### config.mk
export PLATFORM = sky130hd
export DESIGN_NAME = crf_unit
export DESIGN_NICKNAME = d
export VERILOG_FILES = /design/src/rtl/crf_pkg.sv /design/src/rtl/crf_field_copy.sv /design/src/rtl/crf_mask_load.sv /design/src/rtl/crf_xer_move.sv /design/src/rtl/crf_unit.sv
export SDC_FILE = /design/constraint.sdc
export NUM_CORES = 1
export LEC_CHECK = 0
export ABC_CLOCK_PERIOD_IN_PS = 1900
export BUFFER_PORTS_ARGS = -buffer_cell sky130_fd_sc_hd__buf_2
export CAP_MARGIN = 10
export CORE_MARGIN = 3
export CORE_UTILIZATION = 46
export DETAILED_ROUTE_END_ITERATION = 10
export PLACE_DENSITY = 0.8
export SYNTH_ARGS = -nofsm -noshare
export SYNTH_HDL_FRONTEND = slang
export SYNTH_SLANG_ARGS = --single-unit
### constraint.sdc
create_clock -name clk -period 1.9 [get_ports clk]
set_clock_uncertainty 0.15 [all_clocks]
set_input_delay 0.19 -clock clk [delete_from_list [all_inputs] [get_ports clk]]
set_output_delay 0.19 -clock clk [all_outputs]
set_load 0.02 [all_outputs]
### src/rtl/crf_pkg.sv
package crf_pkg;

   typedef enum logic [1:0] {
      CRF_COPY = 2'd0,
      CRF_READ = 2'd1,
      CRF_LOAD = 2'd2,
      CRF_XMOV = 2'd3
   } crf_op_e;

endpackage

### src/rtl/crf_field_copy.sv
module crf_field_copy #(
   parameter int NUM_FIELDS = 8,
   parameter int FIELD_W    = 4,
   parameter int SEL_W      = 3,
   localparam int DATA_W    = NUM_FIELDS * FIELD_W
) (
   input  logic [DATA_W-1:0] cr_i,
   input  logic [SEL_W-1:0]  dst_sel,
   input  logic [SEL_W-1:0]  src_sel,
   output logic [DATA_W-1:0] cr_o
);

   logic [FIELD_W-1:0] fld [NUM_FIELDS];
   logic [FIELD_W-1:0] src_nib;

   // field f sits at the top end for f = 0
   for (genvar f = 0; f < NUM_FIELDS; f++) begin : g_split
      assign fld[f] = cr_i[DATA_W-1-f*FIELD_W -: FIELD_W];
   end

   always_comb begin
      src_nib = '0;
      for (int f = 0; f < NUM_FIELDS; f++) begin
         if (src_sel == SEL_W'(f)) src_nib = fld[f];
      end
   end

   for (genvar f = 0; f < NUM_FIELDS; f++) begin : g_merge
      assign cr_o[DATA_W-1-f*FIELD_W -: FIELD_W] =
         (dst_sel == SEL_W'(f)) ? src_nib : fld[f];
   end

endmodule

### src/rtl/crf_mask_load.sv
module crf_mask_load #(
   parameter int NUM_FIELDS = 8,
   parameter int FIELD_W    = 4,
   localparam int DATA_W    = NUM_FIELDS * FIELD_W
) (
   input  logic [DATA_W-1:0]     cr_i,
   input  logic [NUM_FIELDS-1:0] mask,
   input  logic [DATA_W-1:0]     value,
   output logic [DATA_W-1:0]     cr_o
);

   // mask MSB enables field 0; nibble order is kept as given
   for (genvar f = 0; f < NUM_FIELDS; f++) begin : g_fld
      localparam int HI = DATA_W - 1 - f * FIELD_W;
      assign cr_o[HI -: FIELD_W] = mask[NUM_FIELDS-1-f] ? value[HI -: FIELD_W]
                                                        : cr_i[HI -: FIELD_W];
   end

endmodule

### src/rtl/crf_xer_move.sv
module crf_xer_move #(
   parameter int NUM_FIELDS = 8,
   parameter int FIELD_W    = 4,
   parameter int SEL_W      = 3,
   parameter int XER_W      = 32,
   localparam int DATA_W    = NUM_FIELDS * FIELD_W
) (
   input  logic [DATA_W-1:0] cr_i,
   input  logic [SEL_W-1:0]  dst_sel,
   input  logic [XER_W-1:0]  xer_i,
   output logic [DATA_W-1:0] cr_o,
   output logic [XER_W-1:0]  xer_o
);

   logic [FIELD_W-1:0] summ;

   // lowest summary bit lands in the field's top flag
   for (genvar j = 0; j < FIELD_W; j++) begin : g_rev
      assign summ[FIELD_W-1-j] = xer_i[XER_W-FIELD_W+j];
   end

   for (genvar f = 0; f < NUM_FIELDS; f++) begin : g_fld
      localparam int HI = DATA_W - 1 - f * FIELD_W;
      assign cr_o[HI -: FIELD_W] = (dst_sel == SEL_W'(f)) ? summ : cr_i[HI -: FIELD_W];
   end

   assign xer_o = {{FIELD_W{1'b0}}, xer_i[XER_W-FIELD_W-1:0]};

endmodule

### src/rtl/crf_unit.sv
module crf_unit #(
   parameter int NUM_FIELDS = 8,
   parameter int FIELD_W    = 4,
   parameter int IDX_W      = 5,
   parameter int XER_W      = 32,
   localparam int DATA_W    = NUM_FIELDS * FIELD_W,
   localparam int SEL_W     = $clog2(NUM_FIELDS)
) (
   input  logic              clk,
   input  logic              rst_n,
   input  logic              op_valid,
   input  logic [1:0]        op_code,
   input  logic [IDX_W-1:0]  dst_idx,
   input  logic [IDX_W-1:0]  src_idx,
   input  logic [NUM_FIELDS-1:0] field_mask,
   input  logic [DATA_W-1:0] src_value,
   input  logic [XER_W-1:0]  xer_in,
   output logic [DATA_W-1:0] packed_out,
   output logic [XER_W-1:0]  xer_out,
   output logic              done
);
   import crf_pkg::*;

   if (FIELD_W != 4) begin : g_bad_field_w
      $error("crf_unit: FIELD_W must be 4 (LT, GT, EQ, SO)");
   end
   if ((1 << SEL_W) != NUM_FIELDS) begin : g_bad_fields
      $error("crf_unit: NUM_FIELDS must be a power of two");
   end
   if (IDX_W < SEL_W + 2) begin : g_bad_idx_w
      $error("crf_unit: IDX_W too narrow for field select plus bit select");
   end
   if (XER_W <= FIELD_W) begin : g_bad_xer_w
      $error("crf_unit: XER_W must exceed FIELD_W");
   end

   crf_op_e           op;
   logic [SEL_W-1:0]  dst_sel, src_sel;
   logic [DATA_W-1:0] cr_q, cr_copy, cr_load, cr_xmov, cr_nxt;
   logic [XER_W-1:0]  xer_q, xer_xmov, xer_nxt;
   logic              done_q;

   assign op      = crf_op_e'(op_code);
   assign dst_sel = dst_idx[IDX_W-1 -: SEL_W];
   assign src_sel = src_idx[IDX_W-1 -: SEL_W];

   crf_field_copy #(.NUM_FIELDS(NUM_FIELDS), .FIELD_W(FIELD_W), .SEL_W(SEL_W)) i_copy (
      .cr_i    (cr_q),
      .dst_sel (dst_sel),
      .src_sel (src_sel),
      .cr_o    (cr_copy)
   );

   crf_mask_load #(.NUM_FIELDS(NUM_FIELDS), .FIELD_W(FIELD_W)) i_load (
      .cr_i  (cr_q),
      .mask  (field_mask),
      .value (src_value),
      .cr_o  (cr_load)
   );

   crf_xer_move #(.NUM_FIELDS(NUM_FIELDS), .FIELD_W(FIELD_W), .SEL_W(SEL_W),
                  .XER_W(XER_W)) i_xmov (
      .cr_i    (cr_q),
      .dst_sel (dst_sel),
      .xer_i   (xer_in),
      .cr_o    (cr_xmov),
      .xer_o   (xer_xmov)
   );

   always_comb begin
      cr_nxt  = cr_q;
      xer_nxt = xer_in;
      unique case (op)
         CRF_COPY: cr_nxt = cr_copy;
         CRF_READ: cr_nxt = cr_q;
         CRF_LOAD: cr_nxt = cr_load;
         CRF_XMOV: begin
            cr_nxt  = cr_xmov;
            xer_nxt = xer_xmov;
         end
         default:  cr_nxt = cr_q;
      endcase
   end

   always_ff @(posedge clk) begin
      if (!rst_n) begin
         cr_q   <= '0;
         xer_q  <= '0;
         done_q <= 1'b0;
      end else begin
         done_q <= op_valid;
         if (op_valid) begin
            cr_q  <= cr_nxt;
            xer_q <= xer_nxt;
         end
      end
   end

   assign packed_out = cr_q;
   assign xer_out    = xer_q;
   assign done       = done_q;

endmodule

# Yosys cells after proc, flatten, opt, wreduce, memory -nomap -nowiden
# Cells that the tools add are included.
# totals
regBits	65
input_bits	87
output_inout_bits	65
wordCells	97
# classes
eq_ne	41
mux	34
n_bitwise	1
reduce_logical	11
# ops
cell	count
$mux W4	32
$pmux W32 S3	1
$reduce_and A5 Y1	8
$mux W32	1
$ne A2 B1 Y1 const B	16
$eq A3 B3 Y1 const B	8
$ne A2 B2 Y1 const B	8
$eq A3 B2 Y1 const B	4
$eq A3 B1 Y1 const B	2
$logic_not A3 Y1	2
$eq A2 B2 Y1 const B	2
$eq A2 B1 Y1 const B	1
$logic_not A2 Y1	1
$not A1 Y1	1

# Longest topological paths before layout
# depth
depth_word	11
depth_mapped	7
ltp_nobuf	5

# Cells and area by module
# Synthesis repeated with hierarchy kept, for this count alone.
# hier_totals
cells_unflattened	542
area_unflattened_um2	5026.1
# by_module_without_submodules
module	n_inst	cells_each	area_each_um2	seq_area_each_um2
crf_unit	1	327	3273.1	1301.2
crf_field_copy	1	110	718.2	0.0
crf_xer_move	1	73	674.4	0.0
crf_mask_load	1	32	360.3	0.0

# Worst setup path after synthesis
# No wires, ideal clock.
# synth_timing
path_type	register to register
startpoint	register cr_q[20], in the netlist packed_out[20]
endpoint	register cr_q[0], in the netlist packed_out[0]
setup_time_ps	131
t_arrival_ps	1364
required_ps	1619
slack_ps	255
stages_incl_launch_ff	6
path_buffers	0
synth_period_minus_slack_ps	1645
path_cell_list	dfxtp_1 > mux4_1 > nand2b_1 > a211oi_2 > nor2_2 > a22oi_1
# synth_via
elab_chain_cells	8
# synth_rtl
item	line	rtl
start, declared	crf_unit.sv:39	logic [DATA_W-1:0] cr_q, cr_copy, cr_load, cr_xmov, cr_nxt;
start signal, assigned	crf_unit.sv:93	cr_q <= cr_nxt;
$mux W4 (6 in a row)	crf_field_copy.sv:24	if (src_sel == SEL_W'(f)) src_nib = fld[f];
$mux W4	crf_field_copy.sv:30	(dst_sel == SEL_W'(f)) ? src_nib : fld[f];
$pmux W32 S3	crf_unit.sv:73	unique case (op)
# No other way between the ends. The select of a mux whose other input is x is not followed.
# A chain may end at the register's enable or synchronous reset.

# Worst setup path after layout
# layout_timing
startpoint	register cr_q[20], in the netlist packed_out[20]
endpoint	register cr_q[4], in the netlist packed_out[4]
# Same word-level chain as after synthesis.

==> flow_summary.yaml <==
outcome:
  outcome: "finished clean"
synth:
  async_flop_share: 0
  synthAdderAreaFrac: 0
  synth_top_family_by_area: "compound AO/OA/AOI/OAI gates"
  synth.area.top_cells: "dfxtp_1, mux2i_1, a22oi_1"
  synth.distinct_cells: 35
  synth_top_area_share: 0.412
  syn_nets: 446
  synth_ff_type: "dfxtp_1"
  synth_edf_count: 0
  synth-xor-area-share: 0
  ys_seq_area_frac: 0.412
  syn_avg_cell_area_um2: 8.80
  synth_top_cell_by_area: "dfxtp_1"
  synthSimpleGateAreaFrac: 0.189
  synthCells: 359
  ys_seq_elements: 65
  synth_mux_area_frac: 0.122
  synth_area_um2: 3160
  synth-compound-area-share: 0.223
  yosysWarnings: 0
worst_setup_path:
  required_ps: 1960
  path_buf_inv: 1
  path_delay_family: "multiplexers"
  rr_worst_depth: 6
  rrSetupSlack_ps: 160
  r2r_start: "packed_out[20]"
  critPathSlowestCell: "mux4_1"
  cp-start-kind: "flop"
  crit_fanout: 4
  cp-startpoint: "packed_out[20]"
  path_class: "reg -> reg"
  rr_endpoint: "packed_out[4]"
  path_cells: "mux4_1, nand2b_1, a211oi_2, nor2_2, buf_4, a22oi_1"
  critPathMaxStageDelay_ps: 550
  critPathArrivalTime_ps: 1790
  worst_setup_path_end_kind: "flop"
floorplan:
  die-area_um2: 7900
  core_um2: 6490
  rows: 29
  die_h_um: 88.9
  start_util: 0.487
  die_w_um: 88.9
  design.portCount: 152
power_and_ir_drop:
  p_per_area_nw_per_um2: 740
  p_switching_uw: 1030
  clockPowerShare: 0.351
  power.leakage_uw: 0.00233
  internal_power_uw: 2430
  ir_drop_mv: 0.523
  p_seq_frac: 0.432
  swShare: 0.297
  comb_power_share: 0.217
routing:
  dr.pass1.iters: 5
  routed_wl_um: 10500
  wl_met1_um: 4200
  vias_per_cell: 5.42
  wl_met2_um: 5260
  dr.first_iter.drc_count: 306
  drc: 0
  top_layer_used: "met4"
  wl_met3_um: 772
  ant_nets: 0
  wl_per_cell_um: 16.5
  vias: 3445
min_path:
  hold-path-endpoint: "packed_out[21]"
  min-delay-start: "src_value[21]"
  hold_path.class: "in -> reg"
  holdPathStages: 3
timing:
  slew_viol_final: 0
  period_needed_ps: 1740
  finalHoldViolCount: 0
  setup_ws_ps: 163
  setup_tns_ps: 0
  tightest_slew_ps: 499
  rsz0062_at_grt: "no"
  max_slew_margin: 0.664
  setup_violations: 0
  max_freq_mhz: 576
  finalCritPeriodShare: 0.914
placement:
  hpwl_um: 7210
  portBuffers: 147
  place_ws_ps: 26.5
  placed_area_um2: 4060
  place_congestion: 0.839
clock_tree:
  cts_buffers: 9
  cts_tree: "yes"
  clock_sinks: 65
  cts.htree.levels: 3
  cts_max_path_buffers: 2
  cts_root_buf: "clkbuf_8"
  clkLatencyLatePin_ps: 350
  clkTransAtPathRegs_ps: 90
global_route:
  grt_overflow_total: 0
  grt_max_degree: 43
  track_usage: 0.259
  grt_pass1_vias: 3285
  grt_pass1_wl_um: 15700
  grt_antenna_before_repair: 0
layout:
  diodes: 0
  most-common-layout-cells: "buf_2, dfxtp_1, a21oi_1, dlygate4sd3_1, nand2_1"
  drive_above_1_share: 0.356
  multi_input_area_um2: 1690
  register_area_um2: 1300
  area.growth.synth_to_final_pct: 48.0
  mostFrequentLayoutCell: "buf_2"
  nets: 641
  fin_util: 0.720
  fin_area_um2: 4680
  num-fill-cells: 524
run:
  cap_viol_max_count: 0
[worst reg2reg max path, cell delays in order (launching register included)]
cell and delay (ps):
dfxtp_1 350, mux4_1 550, nand2b_1 130, a211oi_2 80
nor2_2 130, buf_4 150, a22oi_1 80
[timing repair]
item,CTS,global route
buffers inserted,0,0
hold endpoints to repair,42,0
hold buffers,42,0
gates resized for setup,0,0
[power by group through the flow]
stage | registers, uW | clock network [uW] | logic (uW)
2_1_floorplan | 1610 | 0 | 298
3_3_place_gp | 1520 | 0 | 654
3_5_place_dp | 1520 | 0 | 670
4_1_cts | 1490 | 1230 | 740
5_1_grt | 1500 | 1270 | 808
6_report | 1500 | 1210 | 751
[area by class of cell]
type                            count  area share
Clock buffer                       10      0.0294
Clock inverter                      6      0.0139
Inverter                           11     0.00883
Multi-Input combinational cell    256       0.361
Sequential cell                    65       0.278
Tap cell                           77      0.0206
Timing Repair Buffer              211       0.288
[logic make-up (layout without fill, tap and decap cells)]
logic type	Yosys count	after routing
AND/OR/NAND/NOR	114	114
AO/OA/AOI/OAI	106	106
flip-flops	65	65
buffers and inverters	38	238
multiplexers	36	36
[state kept, by name, summed over array words and instances, names as in the netlist]
| name | flops |
|---|---|
| done | 1 |
| packed_out | 32 |
| xer_out | 32 |
[synth_stat cells (8+ instances only)]
| cell type | number |
|---|---|
| buf_2 | 8 |
| inv_1 | 11 |
| a22oi_1 | 34 |
| o22ai_1 | 9 |
| nand2_1 | 40 |
| nand3_1 | 9 |
| nand2b_1 | 18 |
| nor2b_1 | 31 |
| mux2i_1 | 30 |
| dfxtp_1 | 65 |
| clkbuf_1 | 16 |
| a21oi_1 | 42 |
[worst max-delay path by stage]
stage                endpoint  slack [ps]  cells past startpoint
2_1_floorplan   packed_out[0]         260                      5
4_1_cts         packed_out[4]         180                      6
6_report        packed_out[4]         160                      6
3_3_place_gp   packed_out[13]          90                      7
3_5_place_dp    packed_out[9]          30                      7
5_1_grt        packed_out[18]         110                      6
[layer usage]
layer,up-vias,global-route usage
met2,163,0.439
met4,0,0.103
met1,1585,0.324
li1,1678,-
met3,19,0.0488
met5,-,0
[metrics by stage]
| stage | instances | hold WS (ps) | power [uW] |
|---|---|---|---|
| floorplan | 359 | 210 | 1910 |
| detailed placement | 578 | 309 | 2190 |
| CTS | 636 | 2.18 | 3460 |
| global route | 636 | 25.9 | 3580 |
| global placement | 578 | 295 | 2170 |
| finish | 636 | 12.5 | 3460 |
Power figures use the tool's default switching activity.
